## src/rtl/acc40_pkg.sv

```systemverilog
package acc40_pkg;
    parameter int ACC_W  = 40;
    parameter int RES_W  = 32;
    parameter int BYTE_W = 8;
    localparam int NBYTES = ACC_W / BYTE_W;
    localparam int CNT_W  = $clog2(NBYTES);

    typedef logic [ACC_W-1:0]  acc_t;
    typedef logic [RES_W-1:0]  res_t;
    typedef logic [BYTE_W-1:0] byte_t;
    typedef logic [CNT_W-1:0]  cnt_t;

    typedef struct packed {
        logic commit;
        acc_t value;
    } preset_t;

    localparam cnt_t LAST_IDX = cnt_t'(NBYTES - 1);

    function automatic acc_t zext(input res_t r);
        return acc_t'(r);
    endfunction

    function automatic cnt_t next_idx(input cnt_t c);
        return (c == LAST_IDX) ? '0 : c + cnt_t'(1);
    endfunction

    // read index 0 selects the highest byte
    function automatic byte_t pick_byte(input acc_t a, input cnt_t idx);
        return a[(NBYTES - 1 - int'(idx)) * BYTE_W +: BYTE_W];
    endfunction
endpackage

```

## src/rtl/acc_port_seq.sv

```systemverilog
module acc_port_seq
    import acc40_pkg::*;
(
    input  logic clk,
    input  logic rst,
    input  logic busy_i,
    input  logic res_valid_i,
    input  logic wr_en_i,
    input  logic rd_en_i,
    output cnt_t wr_cnt_o,
    output cnt_t rd_cnt_o,
    output logic wr_fire_o
);
    logic rd_fire;
    assign wr_fire_o = wr_en_i && !busy_i;
    assign rd_fire   = rd_en_i && !busy_i;

    always_ff @(posedge clk) begin
        if (rst || res_valid_i) begin
            wr_cnt_o <= '0;
            rd_cnt_o <= '0;
        end else begin
            if (wr_fire_o) wr_cnt_o <= next_idx(wr_cnt_o);
            if (rd_fire)   rd_cnt_o <= next_idx(rd_cnt_o);
        end
    end


    busy_hold_chk: assert property (@(posedge clk) disable iff (rst)
        (busy_i && !res_valid_i) |=> ($stable(wr_cnt_o) && $stable(rd_cnt_o)));

    cnt_clear_chk: assert property (@(posedge clk) disable iff (rst)
        res_valid_i |=> (wr_cnt_o == '0 && rd_cnt_o == '0));

    cnt_range_chk: assert property (@(posedge clk) disable iff (rst)
        (rd_cnt_o <= LAST_IDX && wr_cnt_o <= LAST_IDX));
endmodule

```

## src/rtl/acc_stage.sv

```systemverilog
module acc_stage
    import acc40_pkg::*;
(
    input  logic    clk,
    input  logic    rst,
    input  logic    wr_fire_i,
    input  cnt_t    wr_cnt_i,
    input  byte_t   wdata_i,
    output preset_t preset_o
);
    byte_t [NBYTES-2:0] stage;

    for (genvar i = 0; i < NBYTES - 1; i++) begin : g_lane
        always_ff @(posedge clk) begin
            if (rst)
                stage[i] <= '0;
            else if (wr_fire_i && wr_cnt_i == cnt_t'(i))
                stage[i] <= wdata_i;
        end
    end

    assign preset_o.commit = wr_fire_i && (wr_cnt_i == LAST_IDX);
    assign preset_o.value  = {wdata_i, stage};
endmodule

```

## src/rtl/acc_core.sv

```systemverilog
module acc_core
    import acc40_pkg::*;
(
    input  logic    clk,
    input  logic    rst,
    input  logic    res_valid_i,
    input  res_t    res_data_i,
    input  preset_t preset_i,
    input  cnt_t    rd_cnt_i,
    output byte_t   rdata_o
);
    acc_t sum;

    always_ff @(posedge clk) begin
        if (rst)
            sum <= '0;
        else if (preset_i.commit)
            sum <= preset_i.value;
        else if (res_valid_i)
            sum <= sum + zext(res_data_i);
    end

    assign rdata_o = pick_byte(sum, rd_cnt_i);


    add_result_chk: assert property (@(posedge clk) disable iff (rst)
        (res_valid_i && !preset_i.commit) |=> (sum == $past(sum) + zext($past(res_data_i))));

    preset_wins_chk: assert property (@(posedge clk) disable iff (rst)
        preset_i.commit |=> (sum == $past(preset_i.value)));

    sum_hold_chk: assert property (@(posedge clk) disable iff (rst)
        (!preset_i.commit && !res_valid_i) |=> $stable(sum));
endmodule

```

## src/rtl/byte_acc40.sv

```systemverilog
module byte_acc40
    import acc40_pkg::*;
(
    input  logic        clk,
    input  logic        rst,
    input  logic        busy_i,
    input  logic        res_valid_i,
    input  logic [31:0] res_data_i,
    input  logic        wr_en_i,
    input  logic [7:0]  wdata_i,
    input  logic        rd_en_i,
    output logic [7:0]  rdata_o
);
    cnt_t    wr_cnt, rd_cnt;
    logic    wr_fire;
    preset_t preset;

    acc_port_seq u_seq (
        .clk(clk), .rst(rst), .busy_i(busy_i), .res_valid_i(res_valid_i),
        .wr_en_i(wr_en_i), .rd_en_i(rd_en_i),
        .wr_cnt_o(wr_cnt), .rd_cnt_o(rd_cnt), .wr_fire_o(wr_fire)
    );

    acc_stage u_stage (
        .clk(clk), .rst(rst), .wr_fire_i(wr_fire), .wr_cnt_i(wr_cnt),
        .wdata_i(wdata_i), .preset_o(preset)
    );

    acc_core u_core (
        .clk(clk), .rst(rst), .res_valid_i(res_valid_i), .res_data_i(res_data_i),
        .preset_i(preset), .rd_cnt_i(rd_cnt), .rdata_o(rdata_o)
    );


    reset_zero_chk: assert property (@(posedge clk) rst |=> (rdata_o == 8'h00));
endmodule

```

## config.mk

```make
export PLATFORM = sky130hd
export DESIGN_NAME = byte_acc40
export DESIGN_NICKNAME = d
export VERILOG_FILES = /design/src/rtl/acc40_pkg.sv /design/src/rtl/acc_port_seq.sv /design/src/rtl/acc_stage.sv /design/src/rtl/acc_core.sv /design/src/rtl/byte_acc40.sv
export SDC_FILE = /design/constraint.sdc
export NUM_CORES = 1
export LEC_CHECK = 0
export BUFFER_PORTS_ARGS = -buffer_cell sky130_fd_sc_hd__buf_2
export CAP_MARGIN = 30
export CELL_PAD_IN_SITES_DETAIL_PLACEMENT = 1
export CELL_PAD_IN_SITES_GLOBAL_PLACEMENT = 1
export CORE_MARGIN = 1.5
export CORE_UTILIZATION = 45
export DETAILED_ROUTE_END_ITERATION = 12
export PLACE_DENSITY_LB_ADDON = 0.1
export SYNTH_ARGS = -nofsm -noshare
export SYNTH_HDL_FRONTEND = slang
export SYNTH_SLANG_ARGS = --single-unit
```

## constraint.sdc

```tcl
create_clock -name clk -period 3.8 [get_ports clk]
set_input_delay 0.19 -clock clk [delete_from_list [all_inputs] [get_ports clk]]
set_output_delay 0.19 -clock clk [all_outputs]
set_load 0.03 [all_outputs]
```

==> results summary <==
The run finished with clean final reports. The die span in x came out at 115 um. The worst hold margin is 162 ps. The average instance area after synthesis is 7.85 um^2. Yosys mapped a number of flops with a built-in enable equal to 0. The initialized floorplan defines 40 standard-cell rows.

Among cell families on the critical path, the largest total delay comes from compound AO/OA/AOI/OAI gates. The count of buffer and inverter cells on the critical path came out at 1. The count of max-cap constraint violations came out at 0.

The hold buffer count at cts came out at 0. The cell count after synthesis came out at 716. In the final routing, the length of wire on met1 measures 8390 um. The number of buffers inserted by port buffering came out at 53.

The HPWL after detailed placement came out at approximately 15000 um. The clock network latency to the later pin of the worst-skew pair came out at around 350 ps. In this design, the stage delay of the slowest critical-path cell is 400 ps.

The initial core utilization is 46.4%. The number of nets produced by synthesis came out at 803. The largest total area in the synthesized netlist belongs to dfxtp_1.

For this block, the via count after detailed routing is 5745. The clock-pin slew of the registers on the worst-case setup and hold paths came out at around 70 ps. The transition at the pin with the smallest max-transition slack is 646 ps. The buffer depth of the longest clock path came out at 2.

The number of warnings issued by yosys came out at 0. The final standard cell count with taps included and fillers excluded is approximately 900. For this run, the leading register cell type out of synthesis is dfxtp_1. The post-placement cell count is 908.

The type of the tightest min-delay check is input port to register. The synthesized cell area is about 5600 um^2. The cell sitting at the root of the clock tree is a clkbuf_16.

At the end of routability-driven placement, the weighted congestion stood at 0.966. The initial antenna violation count came to 0. At the end of the flow, the number of nets in the layout was 838.

At the worst endpoint, the arrival time is 3400 ps. Cells fill between 50% and 60% of the core in the end. The largest net degree at the start of global routing came out at 51.

The wire length of the first global-routing pass is 30800 um. Summing all multi-input logic gate instances after layout gives 3770 um^2. Yosys mapped the design onto 71 distinct sky130hd cell types. The uppermost layer routed is met4.

The number of clock buffers added by TritonCTS is 9. After clock tree synthesis, the setup repair step added 0 buffers. The area of all sequential standard cells came out at 1560 um^2. The final number of max-transition violations is 0. The clock net in this run drives a total of slightly below 80 sinks. The floorplan die area came out at 13200 um^2. The total power divided by cell area came out at between 400 and 500 nW/um^2. The vias per cell is 6.22.

Setup violations remaining at the end of the flow were counted as 0. The async set or reset register ratio after synthesis is 0%. The number of inserted diodes is 0. The sum of routed wire length over all layers is about 20000 um. The detailed router finished its first iteration with 386 violations. The maximum vdd ir drop is 0.273 mV. The post-detailed-route count of antenna-violating nets came out at 0. The instance area at placement is 5950 um^2. Along the worst path, the maximum fanout reaches 4. The number of levels the H-tree was split into is 3. The area share of the largest cell type after synthesis is 27.8%.

The worst setup path is of the register to register kind. The power after layout came out at between 2 and 3 mW. The die is roughly 110 um tall. Of the cells placed in the final design, the portion with a size suffix greater than 1 is ~14%. The minimum clock period after layout came out at 3140 ps. The signal on the critical path passes through ha_1, inv_1, fa_1, and2b_1, o31a_1, o31ai_1, a21o_1, o21ai_1, a211oi_1, or3_1, a311oi_1. The worst slew slack as a fraction of its limit came out at between 50% and 60%. The startpoint class of the critical path is a register. For this run, the top clock speed supported by timing is approximately 320 MHz. The final setup skew came out at 7.35 ps.

The average detailed-routed wire length per instance came out at 21.2 um. The number of DRC violations after detailed routing came out at 0. In the synthesized netlist, the cells that appear most often are 96 x nand2_1, 85 x a21oi_1, 78 x dfxtp_1. In the post-synthesis netlist, the biggest area contributors are dfxtp_1 28%, ha_1 8.9%, a21oi_1 7.6%. The post-synthesis register bit count is 78. The required time at the endpoint of the critical path came out at a little over 4000 ps.

The area of all placed cells without fillers is 6260 um^2. The global-route congestion overflow total is 0. The TritonCTS clock tree is yes. The final total negative setup slack is 0 ps. The area of the core came out at 12100 um^2.

The dominant cell by count in the synthesized netlist is nand2_1. The post-layout worst setup margin is 656 ps. The final-layout fill cell count came out at 1533.

The highest-delay cell along the critical path is or3_1. The number of gates given a new drive strength after cts is 0. The via count of the first global-routing pass is 5853. The met3 wirelength from detailed routing came out at 810 um. The aggregate global-route resource usage came out at a little under a third. Setup repair after global routing left no endpoint under its margin. The top-level port count is 54. The portion of the clock cycle consumed by the worst path in the final layout came out at 82.7%. The final count of hold timing violations was 0. The number of iterations in the first detailed-routing pass is 4. At the placement stage, the worst setup path has a slack of 702 ps. The share of the Yosys chip area taken by registers is 27.8%. The met2 wire length is 9590 um. The endpoint class of the critical path is a register. For this design the static power due to leakage is 2.61 nW.

The layout overhead on the synthesized area came out at 11.4%.
[kinds of logic (layout without fill, tap and decap cells)]
logic type               Yosys count  count (layout)  share of synthesized area [%]
flip-flops                        78              78                           27.8
XOR/XNOR                          20              20                           3.12
multiplexers                      21              21                           5.52
adder cells (fa/ha/maj)           41              41                           9.26
AND/OR/NAND/NOR                  266             266                           22.2
buffers and inverters             59              99                           5.21
AO/OA/AOI/OAI                    231             231                           26.9
[area by class of cell]
class	instances	area share [%]
Clock buffer	9	3.60
Clock inverter	7	1.30
Inverter	21	1.26
Multi-Input combinational cell	579	60.2
Sequential cell	78	24.9
Tap cell	168	3.36
Timing Repair Buffer	62	5.32
[report_power, final]
group / internal, mW / switching, mW
Sequential: 0.879 / 0.0809
Combinational: 0.341 / 0.515
Clock: 0.517 / 0.384
[final timing paths]
check	endpoint	cells past startpoint	from	slack, ps
min reg2reg	u_stage.preset_o[12]$_SDFFE_PP0P_	2	u_stage.preset_o[12]$_SDFFE_PP0P_	460
min	u_stage.preset_o[12]$_SDFFE_PP0P_	3	wdata_i[4]	160
max	u_core.sum[36]$_SDFFE_PP0P_	11	u_core.sum[0]$_SDFFE_PP0P_	660
max reg2reg	u_core.sum[36]$_SDFFE_PP0P_	11	u_core.sum[0]$_SDFFE_PP0P_	660
[state kept, by name, summed over array words and instances, names as in the netlist]
name and cells:
u_seq.rd_cnt_o 3, u_stage.preset_o 32, u_core.sum 40, u_seq.wr_cnt_o 3
[tightest hold or removal path, stage by stage]
cell and delay (ps):
buf_2 150, nand2_1 70, a21oi_1 50
[cell usage in the layout, fill, tap and decap left out, types with 4 or more instances in the layout]
| cell type | n |
|---|---|
| nand2_1 | 96 |
| a21oi_1 | 85 |
| dfxtp_1 | 78 |
| nor2_1 | 67 |
| buf_2 | 53 |
| ha_1 | 40 |
| a211oi_1 | 32 |
| o21ai_0 | 23 |
| nand3_1 | 22 |
| a21o_1 | 22 |
| nor3_1 | 22 |
| inv_1 | 19 |
| mux2i_1 | 13 |
| or3_1 | 10 |
| xor2_1 | 10 |
| xnor2_1 | 10 |
| clkbuf_16 | 9 |
| buf_4 | 9 |
| mux4_2 | 8 |
| a22oi_1 | 8 |
| nand4_1 | 7 |
| a311oi_1 | 7 |
| o211ai_1 | 6 |
| o21bai_1 | 6 |
| nor4_1 | 5 |
| o21a_1 | 5 |
| and3_1 | 5 |
| and4_1 | 4 |
| a31oi_1 | 4 |
| nor2b_1 | 4 |
[metal layers]
layer / vias up / GRT usage, %
met3: 49 / 4.22
met1: 2820 / 37.7
met5: - / 0
met4: 0 / 13.4
met2: 163 / 53.3
li1: 2713 / -
(Power assumes the default switching activity.)
